===== src/rtl/wide_reg_bridge_pkg.sv =====
package wide_reg_bridge_pkg;

   // Host-visible byte offsets (fixed map decoded by host software)
   localparam logic [7:0] OFF_DATA_HI = 8'h00;
   localparam logic [7:0] OFF_DATA_LO = 8'h04;
   localparam logic [7:0] OFF_CMD     = 8'h08;
   localparam logic [7:0] OFF_CLEAR   = 8'h18;
   localparam logic [7:0] OFF_STATUS  = 8'h1c;
   localparam logic [7:0] OFF_IRQ_EN  = 8'h20;

   localparam int CMD_DIR_BIT    = 31;
   localparam int STAT_ERR_BIT   = 31;
   localparam int STAT_BUSY_BIT  = 0;

   typedef enum logic [1:0] {
      SQ_IDLE = 2'd0,
      SQ_REQ  = 2'd1,
      SQ_WAIT = 2'd2
   } seq_state_t;

endpackage


===== src/rtl/wide_reg_bridge_host.sv =====
module wide_reg_bridge_host
   import wide_reg_bridge_pkg::*;
#(
   parameter int HOST_AW = 8,
   parameter int IDX_W   = 4
) (
   input  logic               clk,
   input  logic               rst_n,
   input  logic               host_wr,
   input  logic [HOST_AW-1:0] host_addr,
   input  logic [31:0]        host_wdata,
   output logic [31:0]        host_rdata,
   input  logic               busy_i,
   input  logic               rd_done_i,
   input  logic [63:0]        rd_data_i,
   input  logic               err_set_i,
   output logic               cmd_fire_o,
   output logic               cmd_write_o,
   output logic [IDX_W-1:0]   cmd_idx_o,
   output logic [63:0]        stage_o,
   output logic               irq_o
);

   localparam logic [HOST_AW-1:0] A_HI     = HOST_AW'(OFF_DATA_HI);
   localparam logic [HOST_AW-1:0] A_LO     = HOST_AW'(OFF_DATA_LO);
   localparam logic [HOST_AW-1:0] A_CMD    = HOST_AW'(OFF_CMD);
   localparam logic [HOST_AW-1:0] A_CLEAR  = HOST_AW'(OFF_CLEAR);
   localparam logic [HOST_AW-1:0] A_STATUS = HOST_AW'(OFF_STATUS);
   localparam logic [HOST_AW-1:0] A_IRQ    = HOST_AW'(OFF_IRQ_EN);

   logic [31:0] hi_q, lo_q, cmd_q;
   logic        err_q, irq_en_q;
   logic        wr_hi, wr_lo, wr_cmd, wr_clear, wr_irq;

   always_comb begin
      wr_hi    = host_wr && (host_addr == A_HI)    && !busy_i;
      wr_lo    = host_wr && (host_addr == A_LO)    && !busy_i;
      wr_cmd   = host_wr && (host_addr == A_CMD)   && !busy_i;
      wr_clear = host_wr && (host_addr == A_CLEAR);
      wr_irq   = host_wr && (host_addr == A_IRQ);
   end

   always_ff @(posedge clk) begin
      if (!rst_n) begin
         hi_q     <= '0;
         lo_q     <= '0;
         cmd_q    <= '0;
         err_q    <= 1'b0;
         irq_en_q <= 1'b0;
      end else begin
         if (rd_done_i) begin
            hi_q <= rd_data_i[63:32];
            lo_q <= rd_data_i[31:0];
         end else begin
            if (wr_hi) hi_q <= host_wdata;
            if (wr_lo) lo_q <= host_wdata;
         end
         if (wr_cmd) cmd_q <= host_wdata;
         if (err_set_i)     err_q <= 1'b1;
         else if (wr_clear) err_q <= 1'b0;
         if (wr_irq) irq_en_q <= host_wdata[0];
      end
   end

   always_comb begin
      host_rdata = '0;
      if (host_addr == A_HI)          host_rdata = hi_q;
      else if (host_addr == A_LO)     host_rdata = lo_q;
      else if (host_addr == A_CMD)    host_rdata = cmd_q;
      else if (host_addr == A_STATUS) begin
         host_rdata[STAT_ERR_BIT]  = err_q;
         host_rdata[STAT_BUSY_BIT] = busy_i;
      end
      else if (host_addr == A_IRQ)    host_rdata = {31'b0, irq_en_q};
   end

   assign cmd_fire_o  = wr_cmd;
   assign cmd_write_o = host_wdata[CMD_DIR_BIT];
   assign cmd_idx_o   = host_wdata[IDX_W-1:0];
   assign stage_o     = {hi_q, lo_q};
   assign irq_o       = err_q && irq_en_q;


   err_sticky_chk: assert property (@(posedge clk) disable iff (!rst_n)
      err_q && !(host_wr && host_addr == A_CLEAR) |=> err_q);


   data_hold_chk: assert property (@(posedge clk) disable iff (!rst_n)
      !rd_done_i && !(host_wr && !busy_i) |=> $stable(hi_q) && $stable(lo_q));


   busy_cmd_chk: assert property (@(posedge clk) disable iff (!rst_n)
      busy_i |=> $stable(cmd_q));

endmodule


===== src/rtl/wide_reg_bridge_seq.sv =====
module wide_reg_bridge_seq
   import wide_reg_bridge_pkg::*;
#(
   parameter int          IDX_W     = 4,
   parameter int          REG_COUNT = 8,
   parameter int          INT_AW    = 8,
   parameter int unsigned BASE      = 32'h20
) (
   input  logic              clk,
   input  logic              rst_n,
   input  logic              cmd_fire_i,
   input  logic              cmd_write_i,
   input  logic [IDX_W-1:0]  cmd_idx_i,
   input  logic [63:0]       stage_i,
   output logic              busy_o,
   output logic              req_valid,
   input  logic              req_ready,
   output logic [INT_AW-1:0] req_addr,
   output logic              req_write,
   output logic [63:0]       req_wdata,
   input  logic              rsp_valid,
   input  logic [63:0]       rsp_rdata,
   input  logic              rsp_err,
   output logic              rd_done_o,
   output logic [63:0]       rd_data_o,
   output logic              err_set_o
);

   localparam int FULL_MAP = (REG_COUNT == (1 << IDX_W)) ? 1 : 0;
   localparam logic [INT_AW-1:0] BASE_A = INT_AW'(BASE);
   localparam logic [INT_AW-1:0] LIMIT_A = INT_AW'(BASE + REG_COUNT);

   seq_state_t state_q;
   logic       unmapped;
   logic       launch;
   logic       rsp_take;

   generate
      if (FULL_MAP != 0) begin : g_full_map
         assign unmapped = 1'b0;
      end else begin : g_partial_map
         assign unmapped = (32'(cmd_idx_i) >= 32'(REG_COUNT));
      end
   endgenerate

   assign launch   = cmd_fire_i && !unmapped;
   assign rsp_take = (state_q == SQ_WAIT) && rsp_valid;

   always_ff @(posedge clk) begin
      if (!rst_n) begin
         state_q   <= SQ_IDLE;
         req_addr  <= '0;
         req_write <= 1'b0;
         req_wdata <= '0;
      end else begin
         case (state_q)
            SQ_IDLE: if (launch) begin
               state_q   <= SQ_REQ;
               req_addr  <= BASE_A + INT_AW'(cmd_idx_i);
               req_write <= cmd_write_i;
               req_wdata <= stage_i;
            end
            SQ_REQ:  if (req_ready) state_q <= SQ_WAIT;
            SQ_WAIT: if (rsp_valid) state_q <= SQ_IDLE;
            default: state_q <= SQ_IDLE;
         endcase
      end
   end

   assign req_valid = (state_q == SQ_REQ);
   assign busy_o    = (state_q != SQ_IDLE);
   assign rd_done_o = rsp_take && !rsp_err && !req_write;
   assign rd_data_o = rsp_rdata;
   assign err_set_o = (cmd_fire_i && unmapped) || (rsp_take && rsp_err);


   req_hold_chk: assert property (@(posedge clk) disable iff (!rst_n)
      req_valid && !req_ready |=> req_valid && $stable(req_addr)
                                  && $stable(req_write) && $stable(req_wdata));


   req_range_chk: assert property (@(posedge clk) disable iff (!rst_n)
      req_valid |-> (req_addr >= BASE_A) && (req_addr < LIMIT_A));


   req_origin_chk: assert property (@(posedge clk) disable iff (!rst_n)
      $rose(req_valid) |-> $past(cmd_fire_i));

endmodule


===== src/rtl/wide_reg_bridge.sv =====
module wide_reg_bridge
   import wide_reg_bridge_pkg::*;
#(
   parameter int          HOST_AW   = 8,
   parameter int          IDX_W     = 4,
   parameter int          REG_COUNT = 8,
   parameter int          INT_AW    = 8,
   parameter int unsigned BASE      = 32'h20
) (
   input  logic               clk,
   input  logic               rst_n,
   input  logic               host_wr,
   input  logic [HOST_AW-1:0] host_addr,
   input  logic [31:0]        host_wdata,
   output logic [31:0]        host_rdata,
   output logic               irq,
   output logic               req_valid,
   input  logic               req_ready,
   output logic [INT_AW-1:0]  req_addr,
   output logic               req_write,
   output logic [63:0]        req_wdata,
   input  logic               rsp_valid,
   input  logic [63:0]       rsp_rdata,
   input  logic               rsp_err
);

   generate
      if (HOST_AW < 6 || HOST_AW > 16) begin : g_bad_host_aw
         $error("HOST_AW must lie in 6..16 to decode the map");
      end
      if (IDX_W < 1 || IDX_W > 30) begin : g_bad_idx_w
         $error("IDX_W must lie in 1..30");
      end
      if (REG_COUNT < 1 || REG_COUNT > (1 << IDX_W)) begin : g_bad_count
         $error("REG_COUNT must lie in 1..2**IDX_W");
      end
      if (INT_AW < 1 || INT_AW > 31 || (BASE + REG_COUNT) > (32'd1 << INT_AW)) begin : g_bad_base
         $error("BASE + REG_COUNT must fit in INT_AW bits");
      end
   endgenerate

   logic              busy;
   logic              rd_done;
   logic [63:0]       rd_data;
   logic              err_set;
   logic              cmd_fire;
   logic              cmd_write;
   logic [IDX_W-1:0]  cmd_idx;
   logic [63:0]       stage;

   wide_reg_bridge_host #(
      .HOST_AW (HOST_AW),
      .IDX_W   (IDX_W)
   ) i_host (
      .clk         (clk),
      .rst_n       (rst_n),
      .host_wr     (host_wr),
      .host_addr   (host_addr),
      .host_wdata  (host_wdata),
      .host_rdata  (host_rdata),
      .busy_i      (busy),
      .rd_done_i   (rd_done),
      .rd_data_i   (rd_data),
      .err_set_i   (err_set),
      .cmd_fire_o  (cmd_fire),
      .cmd_write_o (cmd_write),
      .cmd_idx_o   (cmd_idx),
      .stage_o     (stage),
      .irq_o       (irq)
   );

   wide_reg_bridge_seq #(
      .IDX_W     (IDX_W),
      .REG_COUNT (REG_COUNT),
      .INT_AW    (INT_AW),
      .BASE      (BASE)
   ) i_seq (
      .clk         (clk),
      .rst_n       (rst_n),
      .cmd_fire_i  (cmd_fire),
      .cmd_write_i (cmd_write),
      .cmd_idx_i   (cmd_idx),
      .stage_i     (stage),
      .busy_o      (busy),
      .req_valid   (req_valid),
      .req_ready   (req_ready),
      .req_addr    (req_addr),
      .req_write   (req_write),
      .req_wdata   (req_wdata),
      .rsp_valid   (rsp_valid),
      .rsp_rdata   (rsp_rdata),
      .rsp_err     (rsp_err),
      .rd_done_o   (rd_done),
      .rd_data_o   (rd_data),
      .err_set_o   (err_set)
   );


   irq_gate_chk: assert property (@(posedge clk) disable iff (!rst_n)
      irq |-> !busy || $stable(irq) || $past(err_set) || $past(host_wr));

endmodule


===== config.mk =====
export PLATFORM = sky130hd
export DESIGN_NAME = wide_reg_bridge
export DESIGN_NICKNAME = d
export VERILOG_FILES = /design/src/rtl/wide_reg_bridge_pkg.sv /design/src/rtl/wide_reg_bridge_host.sv /design/src/rtl/wide_reg_bridge_seq.sv /design/src/rtl/wide_reg_bridge.sv
export SDC_FILE = /design/constraint.sdc
export NUM_CORES = 1
export LEC_CHECK = 0
export ABC_CLOCK_PERIOD_IN_PS = 7840
export BUFFER_PORTS_ARGS = -buffer_cell sky130_fd_sc_hd__buf_2
export CAP_MARGIN = 25
export CORE_UTILIZATION = 30
export CTS_CLUSTER_DIAMETER = 50
export CTS_CLUSTER_SIZE = 14
export DETAILED_ROUTE_END_ITERATION = 10
export GPL_TIMING_DRIVEN = 0
export SLEW_MARGIN = 40
export SYNTH_ARGS = -nofsm -noshare
export SYNTH_HDL_FRONTEND = slang
export SYNTH_SLANG_ARGS = --single-unit

===== constraint.sdc =====
create_clock -name clk -period 7.84 [get_ports clk]
set_clock_uncertainty 0.2 [all_clocks]
set_input_delay 1.568 -clock clk [delete_from_list [all_inputs] [get_ports clk]]
set_output_delay 1.568 -clock clk [all_outputs]
set_load 0.01 [all_outputs]

Yosys cells after proc, flatten, opt, wreduce, memory -nomap -nowiden

Cells that the tools add are included.
Widths: inputs -> output; s select.

Register bits after elaboration: 173
ROM bits: 0
Memories kept: 0
RAM bits: 0
Bits of input ports: 110
Logic and storage cells: 65
Output and inout bits: 107
Bits in latches: 0

Reductions and logical operators: 28
Mux-type cells: 16
$mul: 0
Bitwise operators: 0
Order comparisons: 1
Divide/modulo/power cells: 0
Shift operators: 0
$add $sub $neg: 1
Equality and inequality tests: 10

Operator list:

| operator            | number |
|---|---|
| $mux 32             | 7 |
| $eq 8x5->1 const B  | 2 |
| $logic_and 1x1->1   | 15 |
| $eq 8x3->1 const B  | 1 |
| $eq 8x4->1 const B  | 1 |
| $eq 8x6->1 const B  | 1 |
| $logic_not 8->1     | 1 |
| $reduce_bool 2->1   | 4 |
| $add 6x4->7 const A | 1 |
| $mux 2              | 3 |
| $pmux 2 s3          | 1 |
| $mux 1              | 5 |
| $ge 4x4->1 const B  | 1 |
| $logic_not 1->1     | 4 |
| $ne 2x1->1 const B  | 2 |
| $reduce_and 3->1    | 1 |
| $eq 2x1->1 const B  | 1 |
| $eq 2x2->1 const B  | 1 |
| $logic_not 2->1     | 1 |
| $ne 2x2->1 const B  | 1 |
| $reduce_and 2->1    | 1 |
| $logic_or 1x1->1    | 1 |

Longest topological paths before layout

Word-level depth: 6
Mapped depth: 7
Gate-level depth less buffers: 4

Cells and area by module

From an unflattened synthesis, not the netlist that was laid out.

Cells, all modules: 1,032
Area, all modules: 8,963.6 um2

By module, submodules not included:

| module               | instances | cells each | sequential area each (um2) | area an instance (um2) |
|---|---|---|---|---|
| wide_reg_bridge_host | 1         | 648        | 1,961.9                    | 5,491.5 |
| wide_reg_bridge_seq  | 1         | 384        | 1,441.4                    | 3,472.1 |

Worst setup path before layout

OpenSTA, ideal clock, no wires.

Path type: input to output
Start point: in host_addr[7]
End point: out host_rdata[10]
Path buffers: 3
Arrival time: 3.047 ns
Data required time: 6.072 ns
Cell stages on the path: 6
Path slack: 3.025 ns
Cell sequence: or4_1 -> buf_2 -> or2_2 -> clkbuf_1 -> buf_1 -> nor2_1

Word-level cells in the longest chain between the ends: 4
Elaborated cells on any way between the ends: 6
Classes of those cells: eq/ne (2); mux (3); reduce/logical (1)

RTL lines:

| item        | line                       | text |
|---|---|---|
| from (decl) | wide_reg_bridge.sv:13      | `input logic [HOST_AW-1:0] host_addr,` |
| $eq 8x4->1  | wide_reg_bridge_host.sv:69 | `else if (host_addr == A_CMD) host_rdata = cmd_q;` |
| $mux 32     | wide_reg_bridge_host.sv:69 |  |
| $mux 32     | wide_reg_bridge_host.sv:68 | `else if (host_addr == A_LO) host_rdata = lo_q;` |
| $mux 32 *   | wide_reg_bridge_host.sv:67 | `if (host_addr == A_HI) host_rdata = hi_q;` |
| to (decl)   | wide_reg_bridge.sv:15      | `output logic [31:0] host_rdata,` |

Every way passes the cells marked *; elsewhere a longest branch is shown, timed or not.

Worst setup path in the final report

Start point: in host_addr[2]
End point: out host_rdata[31]

Word-level cells in the longest chain between the ends: 5
Elaborated cells on any way between the ends: 8
Classes of those cells: eq/ne (3); mux (4); reduce/logical (1)

RTL lines:

| item       | line                       | text |
|---|---|---|
| $eq 8x5->1 | wide_reg_bridge_host.sv:70 | `else if (host_addr == A_STATUS) begin` |
| $mux 1     | wide_reg_bridge_host.sv:70 |  |
| $mux 32    | wide_reg_bridge_host.sv:69 |  |
| $mux 32    | wide_reg_bridge_host.sv:68 |  |
| $mux 32 *  | wide_reg_bridge_host.sv:67 |  |

Marked as above.

==> summary.md <==
| Metric | Value |
|---|---|
| Core Area | `24,600 um2` |
| Placed cell areas | `9100 um2` |
| Most frequent cells in the layout | `buf_2 (224), nand2_1 (203), mux2i_1 (196), dfxtp_1 (170), nor2_1 (98)` |
| Hold Path Class | `register to register` |
| Crit Path Class | `input pin to primary output` |
| Drt initial violations | `458` |
| CTS tree | `built` |
| Leading area contributor after synthesis | `dfxtp_1` |
| Clock sink count | `170` |
| Clock share of power | `46.7%` |
| Final Cell Area | `9690 um2` |
| Final hold violations | `0` |
| Switch share | `25.2%` |
| Required @ worst endpoint | `slightly above 6 ns` |
| Rows | `57` |
| Fin crit period | `5.41 ns` |
| Io pins | `217` |
| Post-synthesis sequential area ratio | `44.7%` |
| Hold buffers post-CTS | `0` |
| LEAKAGE | `3.93 nW` |
| Final Max Tran Viols | `0` |
| Setup bufs post-CTS | `0` |
| GR Overflow Total | `0` |
| RSZ-0062 raised after global routing | `false` |
| Cell chosen for the clock root | `clkbuf_16` |
| Initial antenna violation count | `5` |
| Wire per inst | `about 18 um` |
| Die area | `~26,000 um2` |
| Clock Tree Buf Depth | `2` |
| Final setup viols | `0` |
| Final period util | `69.0%` |
| Yosys warning count | `0` |
| Power per Cell Area | `approximately 190 nW/um2` |
| Drt total wl | `26,100 um` |
| Status | `finished clean` |
| Synth Instances | `871` |
| First-pass GRT wire length | `38,700 um` |
| Yosys top cell area share | `44.7%` |
| IO Port Bufs | `212` |
| CP endpoint kind | `primary output` |
| ANT nets after route | `0` |
| Number of global-route vias before repair | `around 6,500` |
| Cell Int Power | `approximately 1.4 mW` |
| Max IR drop VDD | `between 0.1 and 0.15 mV` |
| Yosys reg bits | `170` |
| FF/Latch Area | `3400 um2` |
| H-tree depth | `4` |
| Clock transition at path regs | `0.06 ns` |
| Fin worst setup slack | `2.43 ns` |
| Worst Tran Pin Value | `0.851 ns` |
| Net switching power figure | `between 0.4 and 0.5 mW` |
| Largest net degree at the start of global routing | `17` |
| Die height | `around 160 um` |
| Max-cap violation count | `0` |
| Logic pwr share | `under 10%` |
| Commonest non-fill, non-tap cell in the layout | `buf_2` |
| CP max FO | `10` |
| Tot Pwr | `~1.8 mW` |
| Layout fillers | `roughly 2,600` |
| Placed wire-length estimate | `approximately 19,000 um` |
| DRT Pass-1 Iters | `5` |
| CP Launch Type | `input pin` |
| Share of cells above drive strength 1 | `24.7%` |
| Cell area after synthesis | `between 7000 and 8000 um2` |
| Placed Cells | `around 1,400` |
| Worst slack at placement | `around 2.3 ns` |
| Post-layout net count | `1,215` |
| Max transition margin | `43.2%` |
| Non-Filler Instances | `1,446` |
| Die width | `161 um` |
| Multi-input logic area | `around 3900 um2` |
| CP arrival | `3.64 ns` |
| Initial core utilization | `about 31%` |
| Setup TNS | `0 ns` |
| CTS resizes | `0` |
| Vias/cell | `roughly 4.7` |
| Vias | `between 6,000 and 7,000` |
| Part of the power in registers | `47.8%` |
| Yosys cell types | `38` |
| GRT Resource Usage Total | `19.9%` |
| RD Place Congestion | `0.837` |
| Synth-to-layout area growth | `27.3%` |
| FMAX | `roughly 0.18 GHz` |
| DRC | `0` |
| Ranking of synthesized cells by area | `dfxtp_1 (45%), mux2i_1 (26%), nand2_1 (10%)` |
| TritonCTS buffer count | `17` |
| Clk_lat worst skew | `0.43 ns` |
| Syn_area_per_cell | `8.74 um2` |
-- cell usage after synthesis --
cell	count
a21oi_1	33
a22oi_1	1
a31oi_1	1
a32oi_1	1
and2_1	1
buf_1	3
buf_2	11
buf_4	3
buf_6	7
clkbuf_1	45
conb_1	1
dfxtp_1	170
inv_1	1
inv_2	1
mux2i_1	196
nand2_1	203
nand2b_1	2
nand3_1	3
nand3b_1	1
nand4b_1	1
nor2_1	98
nor2_8	1
nor2b_1	3
nor3_1	3
nor3b_1	1
nor4_1	2
nor4_4	1
nor4b_1	1
nor4b_4	1
o21a_1	2
o21ai_0	53
o21ai_1	11
o22ai_1	1
o31ai_1	2
o41ai_1	1
or2_2	2
or3b_2	1
or4_1	2
-- stage by stage --
stage	utilization [%]	hold WS, ns
floorplan	-	0.237
global placement	36.9	0.216
detailed placement	37.0	0.235
CTS	39.3	0.245
global route	39.3	0.261
finish	39.4	0.239
-- worst max-delay path, stage by stage --
cell	delay (ns)
buf_2	0.11
buf_1	0.49
buf_1	0.71
nand3_1	0.15
o31ai_1	0.11
a21oi_1	0.17
nor3_1	0.18
buf_2	0.16
-- worst paths after layout --
check | start | endpoint | slack (ns) | cells past startpoint
setup reg to reg | i_seq.state_q[1]$_SDFFE_PN0P_ | i_seq.req_write$_SDFFE_PN0P_ | 5.30 | 6
hold reg to reg | i_seq.req_addr[3]$_SDFFE_PN0P_ | i_seq.req_addr[3]$_SDFFE_PN0P_ | 0.24 | 2
hold / removal | i_seq.req_addr[3]$_SDFFE_PN0P_ | i_seq.req_addr[3]$_SDFFE_PN0P_ | 0.24 | 2
setup / recovery | host_addr[2] | host_rdata[31] | 2.43 | 8
-- final cells by class --
type,instances,share of cell area [%]
flip-flops and latches,170,35.1
diodes,4,0.103
repair buffers,213,11.0
multi-input cells,632,40.1
plain buffers,69,3.50
well taps,324,4.18
clock buffers,19,4.57
inverters,2,0.0775
clock inverters,13,1.36
-- metal layers --
layer	vias up	routed length [um]	track usage (%)
met3	26	1360	4.01
met2	214	12000	32.2
met1	3201	12200	26.8
li1	3402	-	-
met5	-	13	0
met4	2	420	5.92
-- kinds of logic (layout without fill, tap and decap cells) --
family	after synthesis	count (layout)	share of synthesized area, %
AND/OR/NAND/NOR	327	327	17.7
buffers and inverters	71	316	4.52
other	1	7	0.0493
flip-flops	170	170	44.7
multiplexers	196	196	25.8
AO/OA/AOI/OAI	106	106	7.27
-- power by group through the flow --
stage,Sequential [mW],Clock [mW],Combinational (mW)
finish,0.864,0.845,0.0985
global route,0.864,0.896,0.106
CTS,0.864,0.862,0.0997
detailed placement,0.884,0,0.0993
global placement,0.884,0,0.0989
floorplan,0.884,0,0.0374
-- flip-flops by register name (all words and copies together), names as in the netlist --
register,cells
i_seq.state_q,2
i_seq.req_wdata,64
i_host.err_q,1
i_host.lo_q,32
i_seq.req_addr,5
i_seq.req_write,1
i_host.hi_q,32
i_host.irq_en_q,1
i_host.cmd_q,32
Power figures use the tool's default switching activity.
